--- config.mk ---
export PLATFORM = sky130hd
export DESIGN_NAME = score_fifo_port
export DESIGN_NICKNAME = d
export VERILOG_FILES = /design/src/rtl/score_fifo_port.sv
export SDC_FILE = /design/constraint.sdc
export NUM_CORES = 1
export LEC_CHECK = 0
export BUFFER_PORTS_ARGS = -buffer_cell sky130_fd_sc_hd__buf_2
export CORE_ASPECT_RATIO = 1.1
export CORE_MARGIN = 4
export CORE_UTILIZATION = 45
export DETAILED_ROUTE_END_ITERATION = 6
export HOLD_SLACK_MARGIN = 0.06
export PLACE_DENSITY_LB_ADDON = 0.15
export SLEW_MARGIN = 10
export SYNTH_ARGS = -nofsm -noshare
export SYNTH_HDL_FRONTEND = slang
export SYNTH_SLANG_ARGS = --single-unit
--- constraint.sdc ---
create_clock -name clk -period 4.12 [get_ports clk]
set_clock_uncertainty 0.15 [all_clocks]
set_input_delay 0.206 -clock clk [delete_from_list [all_inputs] [get_ports clk]]
set_output_delay 0.206 -clock clk [all_outputs]
set_load 0.02 [all_outputs]
--- src/rtl/score_fifo_port.sv ---
module score_fifo_port #(
  parameter int DW = 16,
  parameter int IW = 8,
  parameter int DEPTH = 32,
  parameter logic [IW-1:0] IDX_SCORE = 'h00,
  parameter logic [IW-1:0] IDX_CTRL  = 'h32,
  parameter logic [IW-1:0] IDX_IRQ   = 'h34
) (
  input  logic          clk,
  input  logic          rst_n,
  input  logic          sync,
  input  logic          sclk,
  input  logic          sdin,
  input  logic          pop,
  output logic [DW-1:0] word_out,
  output logic          empty,
  output logic          full,
  output logic          irq,
  output logic          overflow,
  output logic          play
);
  localparam int AW = $clog2(DEPTH);
  localparam int FW = IW + DW;
  localparam int CW = $clog2(FW) + 1;
  localparam logic [CW-1:0] FW_C = CW'(FW);
  localparam logic [AW:0] DEPTH_C = (AW+1)'(DEPTH);

  logic [2:0]    sync_q, sclk_q;
  logic [1:0]    sdin_q;
  logic [FW-1:0] shreg;
  logic [CW-1:0] bitcnt;

  wire frame_open = ~sync_q[1];
  wire sclk_rise  = sclk_q[1] & ~sclk_q[2];
  wire sync_rise  = sync_q[1] & ~sync_q[2];
  wire commit     = sync_rise && (bitcnt == FW_C);

  wire [IW-1:0] idx = shreg[FW-1 -: IW];
  wire [DW-1:0] dat = shreg[DW-1:0];

  always_ff @(posedge clk or negedge rst_n) begin
    if (!rst_n) begin
      sync_q <= '1;
      sclk_q <= '0;
      sdin_q <= '0;
      shreg  <= '0;
      bitcnt <= '0;
    end else begin
      sync_q <= {sync_q[1:0], sync};
      sclk_q <= {sclk_q[1:0], sclk};
      sdin_q <= {sdin_q[0], sdin};
      if (!frame_open) begin
        bitcnt <= '0;
      end else if (sclk_rise) begin
        shreg <= {shreg[FW-2:0], sdin_q[1]};
        if (bitcnt != '1) bitcnt <= bitcnt + 1'b1;
      end
    end
  end

  wire wr_score = commit && (idx == IDX_SCORE);
  wire wr_ctrl  = commit && (idx == IDX_CTRL);
  wire wr_irq   = commit && (idx == IDX_IRQ);
  wire clr_go   = wr_ctrl && dat[1];

  logic [DW-1:0] mem [DEPTH];
  logic [AW-1:0] wp, rp;
  logic [AW:0]   cnt;
  logic          irq_en;
  logic [AW-1:0] irq_code;

  assign empty    = (cnt == '0);
  assign full     = (cnt == DEPTH_C);
  assign word_out = mem[rp];

  wire push_ok = wr_score && !full;
  wire pop_ok  = pop && !empty;

  always_ff @(posedge clk) begin
    if (push_ok) mem[wp] <= dat;
  end

  always_ff @(posedge clk or negedge rst_n) begin
    if (!rst_n) begin
      wp       <= '0;
      rp       <= '0;
      cnt      <= '0;
      overflow <= 1'b0;
    end else if (clr_go) begin
      wp       <= '0;
      rp       <= '0;
      cnt      <= '0;
      overflow <= 1'b0;
    end else begin
      if (push_ok) wp <= wp + 1'b1;
      if (pop_ok)  rp <= rp + 1'b1;
      if (push_ok && !pop_ok)      cnt <= cnt + 1'b1;
      else if (pop_ok && !push_ok) cnt <= cnt - 1'b1;
      if (wr_score && full) overflow <= 1'b1;
    end
  end

  always_ff @(posedge clk or negedge rst_n) begin
    if (!rst_n) begin
      play     <= 1'b0;
      irq_en   <= 1'b0;
      irq_code <= '0;
    end else begin
      if (wr_ctrl) begin
        play <= dat[0];
        if (dat[1]) irq_en <= 1'b0;
      end
      if (wr_irq) begin
        irq_en   <= dat[AW];
        irq_code <= dat[AW-1:0];
      end
    end
  end

  wire [AW:0] refill_cnt = (DEPTH_C - 1'b1) - {1'b0, irq_code};
  assign irq = irq_en && (cnt <= refill_cnt);


  cnt_bound_chk: assert property (@(posedge clk) disable iff (!rst_n)
    cnt <= DEPTH_C);


  pop_empty_chk: assert property (@(posedge clk) disable iff (!rst_n)
    (pop && empty && !wr_score && !clr_go) |=> empty);


  drop_chk: assert property (@(posedge clk) disable iff (!rst_n)
    (wr_score && full && !pop && !clr_go) |=> (full && overflow && $stable(wp)));


  sticky_chk: assert property (@(posedge clk) disable iff (!rst_n)
    (overflow && !clr_go) |=> overflow);


  clear_chk: assert property (@(posedge clk) disable iff (!rst_n)
    clr_go |=> (empty && !irq && !overflow));


  order_chk: assert property (@(posedge clk) disable iff (!rst_n)
    (pop_ok && !clr_go) |=> (rp == $past(rp) + 1'b1));
endmodule

# Yosys cells after proc, flatten, opt, wreduce, memory -nomap -nowiden
# Memories as Yosys holds them, arrays and structs flattened.
# Index checks and enable logic that the tools add are counted.
word_totals:
  register_bits: 62
  mem_bits_rw: 512
  inputBits: 6
  output_inout_bits: 21
  wordCells: 75
  n_memories: 1
op_classes:
  add_sub_neg: 6
  magnitude_cmp: 1
  eq_ne: 5
  mux: 17
  bitwise_logic: 5
  n_reduce_logical: 28
mem_list:
  columns: ["name", "depth", "word_bits", "read_ports", "rd_clocked_by_memory_dff", "write_ports", "line", "source"]
  rows:
  - ["mem", 32, 16, 1, 0, 1, "66", "logic [DW-1:0] mem [DEPTH];"]
ops:
  columns: ["cell", "n"]
  rows:
  - ["6-bit two-way mux", 6]
  - ["5-bit two-way mux", 4]
  - ["8-bit by 6-bit equality test with 1-bit output (second input constant)", 2]
  - ["2-bit nonzero test", 7]
  - ["6-bit by 1-bit adder with 6-bit output (second input constant)", 2]
  - ["1-bit logical AND", 11]
  - ["5-bit by 1-bit adder with 5-bit output (second input constant)", 2]
  - ["8-bit logical NOT", 1]
  - ["1-bit two-way mux", 7]
  - ["6-bit by 5-bit equality test with 1-bit output (second input constant)", 1]
  - ["6-bit equality test (second input constant)", 1]
  - ["6-bit less-or-equal comparator", 1]
  - ["6-bit logical NOT", 1]
  - ["6-bit inequality test (second input constant)", 1]
  - ["2-bit AND reduction", 3]
  - ["5-bit by 5-bit subtractor with 6-bit output (first input constant)", 1]
  - ["6-bit by 1-bit subtractor with 6-bit output (second input constant)", 1]
  - ["1-bit logical NOT", 4]
  - ["1-bit NOT", 3]
  - ["3-bit nonzero test", 1]
  - ["1-bit bitwise AND", 2]

# Depth between registers and ports, before layout
logic_depth:
  word_depth: 10
  ltp_mapped: 13
  ltp_nobuf: 12

# Least setup slack after synthesis
# Ideal clock, no wire load.
synth_timing:
  kind: "reg2reg"
  from: "reg sync_q[1]"
  to: "reg cnt[5]"
  setup_time_ns: 0.066
  t_arrival_ns: 3.639
  required_ns: 3.904
  path_slack_ns: 0.265
  stages_incl_launch_ff: 12
  n_path_buf: 2
  synth_period_minus_slack_ns: 3.855
  cell_sequence: "dfstp_2 clkbuf_1 or3b_2 or4_4 or4_4 buf_6 ha_1 a211oi_1 o21ai_0 a2111oi_0 mux2i_1 nand2_1"
synth_via:
  elab_chain_len: 7
  elab_cells_between_ends: 12
synth_lines:
  columns: ["element", "line", "source"]
  rows:
  - ["from (decl)", "28", "logic [2:0] sync_q, sclk_q;"]
  - ["from (signal assigned)", "49", "sync_q <= {sync_q[1:0], sync};"]
  - ["1-bit bitwise AND *", "35", "wire sync_rise = sync_q[1] & ~sync_q[2];"]
  - ["1-bit logical AND *", "36", "wire commit = sync_rise && (bitcnt == FW_C);"]
  - ["1-bit logical AND", "61", "wire wr_score = commit && (idx == IDX_SCORE);"]
  - ["1-bit logical AND", "76", "wire push_ok = wr_score && !full;"]
  - ["1-bit logical AND / 1-bit logical NOT (equally long branches)", "97, 98", null]
  - ["6-bit two-way mux / 1-bit logical AND (equally long branches)", "97, 98", null]
  - ["6-bit two-way mux / 3-bit nonzero test (equally long branches)", null, null]
  - ["to (signal assigned)", "97", "if (push_ok && !pop_ok) cnt <= cnt + 1'b1;"]
  - ["to (signal assigned)", "98", "else if (pop_ok && !push_ok) cnt <= cnt - 1'b1;"]
  - ["to (decl)", "68", "logic [AW:0] cnt;"]
# Mark *: on every way between the ends. The rest lies on a longest branch, timed or not.
# A chain may end at the register's enable or synchronous reset.

# Worst setup path in the final report
layout_timing:
  from: "reg shreg[16]"
  to: "reg cnt[5]"
layout_via:
  elab_chain_len: 6
  elab_cells_between_ends: 12
layout_lines:
  columns: ["element", "line", "source"]
  rows:
  - ["from (decl)", "30", "logic [FW-1:0] shreg;"]
  - ["from (signal assigned)", "55", "shreg <= {shreg[FW-2:0], sdin_q[1]};"]
  - ["8-bit logical NOT", "61", null]
  - ["1-bit logical AND", "61", null]
  - ["1-bit logical AND", "76", null]
  - ["1-bit logical AND / 1-bit logical NOT (equally long branches)", "97, 98", null]
  - ["6-bit two-way mux / 1-bit logical AND (equally long branches)", "97, 98", null]
  - ["6-bit two-way mux / 3-bit nonzero test (equally long branches)", null, null]
# Parallel ways exist; a longest one is shown, timed or not.

==> metrics.csv <==
metric,value,unit
worst_path_max_delay_cell,or4_4,
clock.fmax,257.3,MHz
p_per_area,633.4,nW/um^2
cts.path.max_buffers,3,
slew_violations,0,
synth_xor_area_frac,0.004626,
numCtsBuffers,55,
netlist_area,22720,sq um
routed_wl,50890,um
cpPeakStageDelay,0.65,ns
io_buffers,26,
wire_per_inst,25.02,um
max_slew_margin,0.1859,
grt_pass1_wl,76420,um
rsz0062_at_grt,false,
worst_pin_slew,1.220,ns
die-width,222.3,um
synthAdderAreaFrac,0.009692,
start_kind,flop,
synth_simple_gate_area_frac,0.03667,
stdcell_count,2034,
crit_fanout,15,
fillers,4091,
post_cts_buffers,0,
root_buffer,clkbuf_16,
synth_edf_count,512,
fin_crit_sh,0.9433,
yosys.area.top_type_share,0.6767,
drc_errors,0,
initial_utilization,0.4541,
die-area,54160,sq um
synth_nets,1258,
ys_seq_area_frac,0.7451,
coreArea,50040,sq um
cp.arrival,4.26,ns
clockPowerShare,0.293,
peakVddDrop,378.6,uV
final_nets,1353,
post-route-util,0.5159,
routed-wl-met3,2223,um
gp_congestion,0.8240,
p_total,16.35,mW
design_area,25810,sq um
hold_class,in2reg,
overflow,0,
vias,11430,
drtIter0Drc,869,
swShare,0.3206,
syn2layout_area_growth,13.61,%
met1_length,22840,um
setup_slack,0.2338,ns
grt_start_max_net_pins,57,
syn_avg_cell_area,18.40,sq um
synth_largest_area_cell,edfxtp_1,
antenna_left,0,
synth-compound-area-share,0.04047,
rows,86,
globalRouteTotalUtil,0.1875,
ys_types,50,
hold_viol_final,0,
placed_cell_area,24030,sq um
power_switching,5.242,mW
worstPathCellList,or4_1 > or4_4 > or4_4 > ha_1 > a211oi_1 > o21ai_0 > a2111oi_0 > mux2i_1 > nand2_1,
antenna_found_initial,0,
period_minus_slack,3.886,ns
cts_sinks,574,
synth_seq_cells,574,
dp_cells,1924,
required,4.49,ns
cp_num_buf_inv,0,
maxCapViolations,0,
syn_inst,1235,
p_leak,9.061,nW
cp-end-kind,flop,
insertion_delay,0.61,ns
synth_mux_area_frac,0.1501,
place_ws,0.2163,ns
h-tree-depth,2,
path_clk_slew,0.06,ns
yosysWarnings,0,
firstDrtPassIters,5,
pwr-share-comb,0.275,
setup_tns,0,ns
highest_layer,met4,
first_global_vias,11630,
synthFlopType,edfxtp_1,
cts_tree,yes,
power.internal,11.11,mW
synthTopCellsByArea,"edfxtp_1 (68%), mux2i_1 (7.2%), dfrtp_1 (6.5%), mux4_2 (6.3%), mux2_2 (1.5%)",
io_pins,27,
setup_viol,0,
critPathKind,reg2reg,
hpwlAfterDp,30510,um
holdWs,0.1052,ns
cpMostUsedCell,or4_4,
viasPerCell,5.617,
cp_top_family,simple AND/OR/NAND/NOR gates,
run_status,"complete, no violations",
wl_met2,25060,um
synth_top_family_by_area,multiplexers,
synth-async-reset-ratio,0.1080,
synth.most_common_cell,edfxtp_1,
seqPwrFrac,0.432,
synthTopCellsByCount,"edfxtp_1 (512), mux2i_1 (163), mux4_2 (64), nor2_1 (60), dfrtp_1 (59)",
drive_gt1_frac,0.2127,
die_y,243.7,um
## registers in the layout, indices dropped and copies added, names as in the netlist, 5 cells and up
name and cells:
irq_code 5, mem 512, wp 5, rp 5
cnt 6, bitcnt 6, shreg 24
## final cells by class
cell class	instances	area [sq um]	share of cell area
flip-flops and latches	574	16940	0.6562
multi-input cells	583	5520	0.2139
diodes	1	2.502	0.00009694
well taps	660	825.8	0.03199
inverters	11	41.29	0.001600
clock buffers	75	1500	0.05812
repair buffers	105	795.8	0.03083
clock inverters	25	188.9	0.007319
## power by group through the flow
stage | sequential, mW | combinational, mW | clock (mW)
floorplan | 7.12 | 2.84 | 0
global placement | 7.17 | 4.54 | 0
detailed placement | 7.18 | 4.58 | 0
CTS | 7.06 | 4.59 | 4.88
global route | 7.08 | 4.81 | 5.14
finish | 7.06 | 4.50 | 4.79
## kinds of logic after synthesis
family	Yosys count
flip-flops	574
AND/OR/NAND/NOR	169
buffers and inverters	78
adder cells (fa/ha/maj)	17
multiplexers	257
XOR/XNOR	12
AO/OA/AOI/OAI	128
## final timing paths
check	endpoint	start	cells past startpoint	slack, ns
max reg2reg	cnt[5]$_DFFE_PN0P_	shreg[16]$_DFFE_PN0P_	9	0.23
max	cnt[5]$_DFFE_PN0P_	shreg[16]$_DFFE_PN0P_	9	0.23
min reg2reg	sclk_q[1]$_DFF_PN0_	sclk_q[0]$_DFF_PN0_	0	0.20
max in group asynchronous	sclk_q[2]$_DFF_PN0_	rst_n	4	2.03
min	sync_q[0]$_DFF_PN1_	sync	2	0.11
min in group asynchronous	shreg[1]$_DFFE_PN0P_	rst_n	3	0.54
## cell usage in the layout (no fill, tap or decap), drive strengths merged, types with 4 or more instances in the layout
cell         netlist  final
or3                5      5
edfxtp           512    512
or4                6      6
o21ai              7      7
clkbuf            45     75
o221ai            16     16
ha                16     16
dlygate4sd3        0      9
dfrtp             59     59
nand3             11     11
mux4              64     64
nand2             32     32
nor3              16     16
buf               22     96
a31oi             17     17
nor2              60     60
mux2              30     30
a21o               4      4
xnor2              4      4
clkinv             0     18
a22o              24     24
xor2               8      8
inv               11     14
nand4              5      5
mux2i            163    163
nor2b              5      5
nor4               4      4
and3               8      8
a21oi             24     24
a22oi             24     24
## layer usage
metal  GRT usage  vias to the layer above
met1      0.2691                     5985
met2      0.3122                      243
met5           0                        -
li1            -                     5144
met4     0.03540                        0
met3     0.02771                       53
## repair_timing
| action | CTS | global route |
|---|---|---|
| endpoints found under the setup margin | 0 | 1 |
| resized for setup | 0 | 2 |
| hold buffers | 9 | 0 |
| hold endpoints to repair | 39 | 0 |
(Power assumes the default switching activity.)
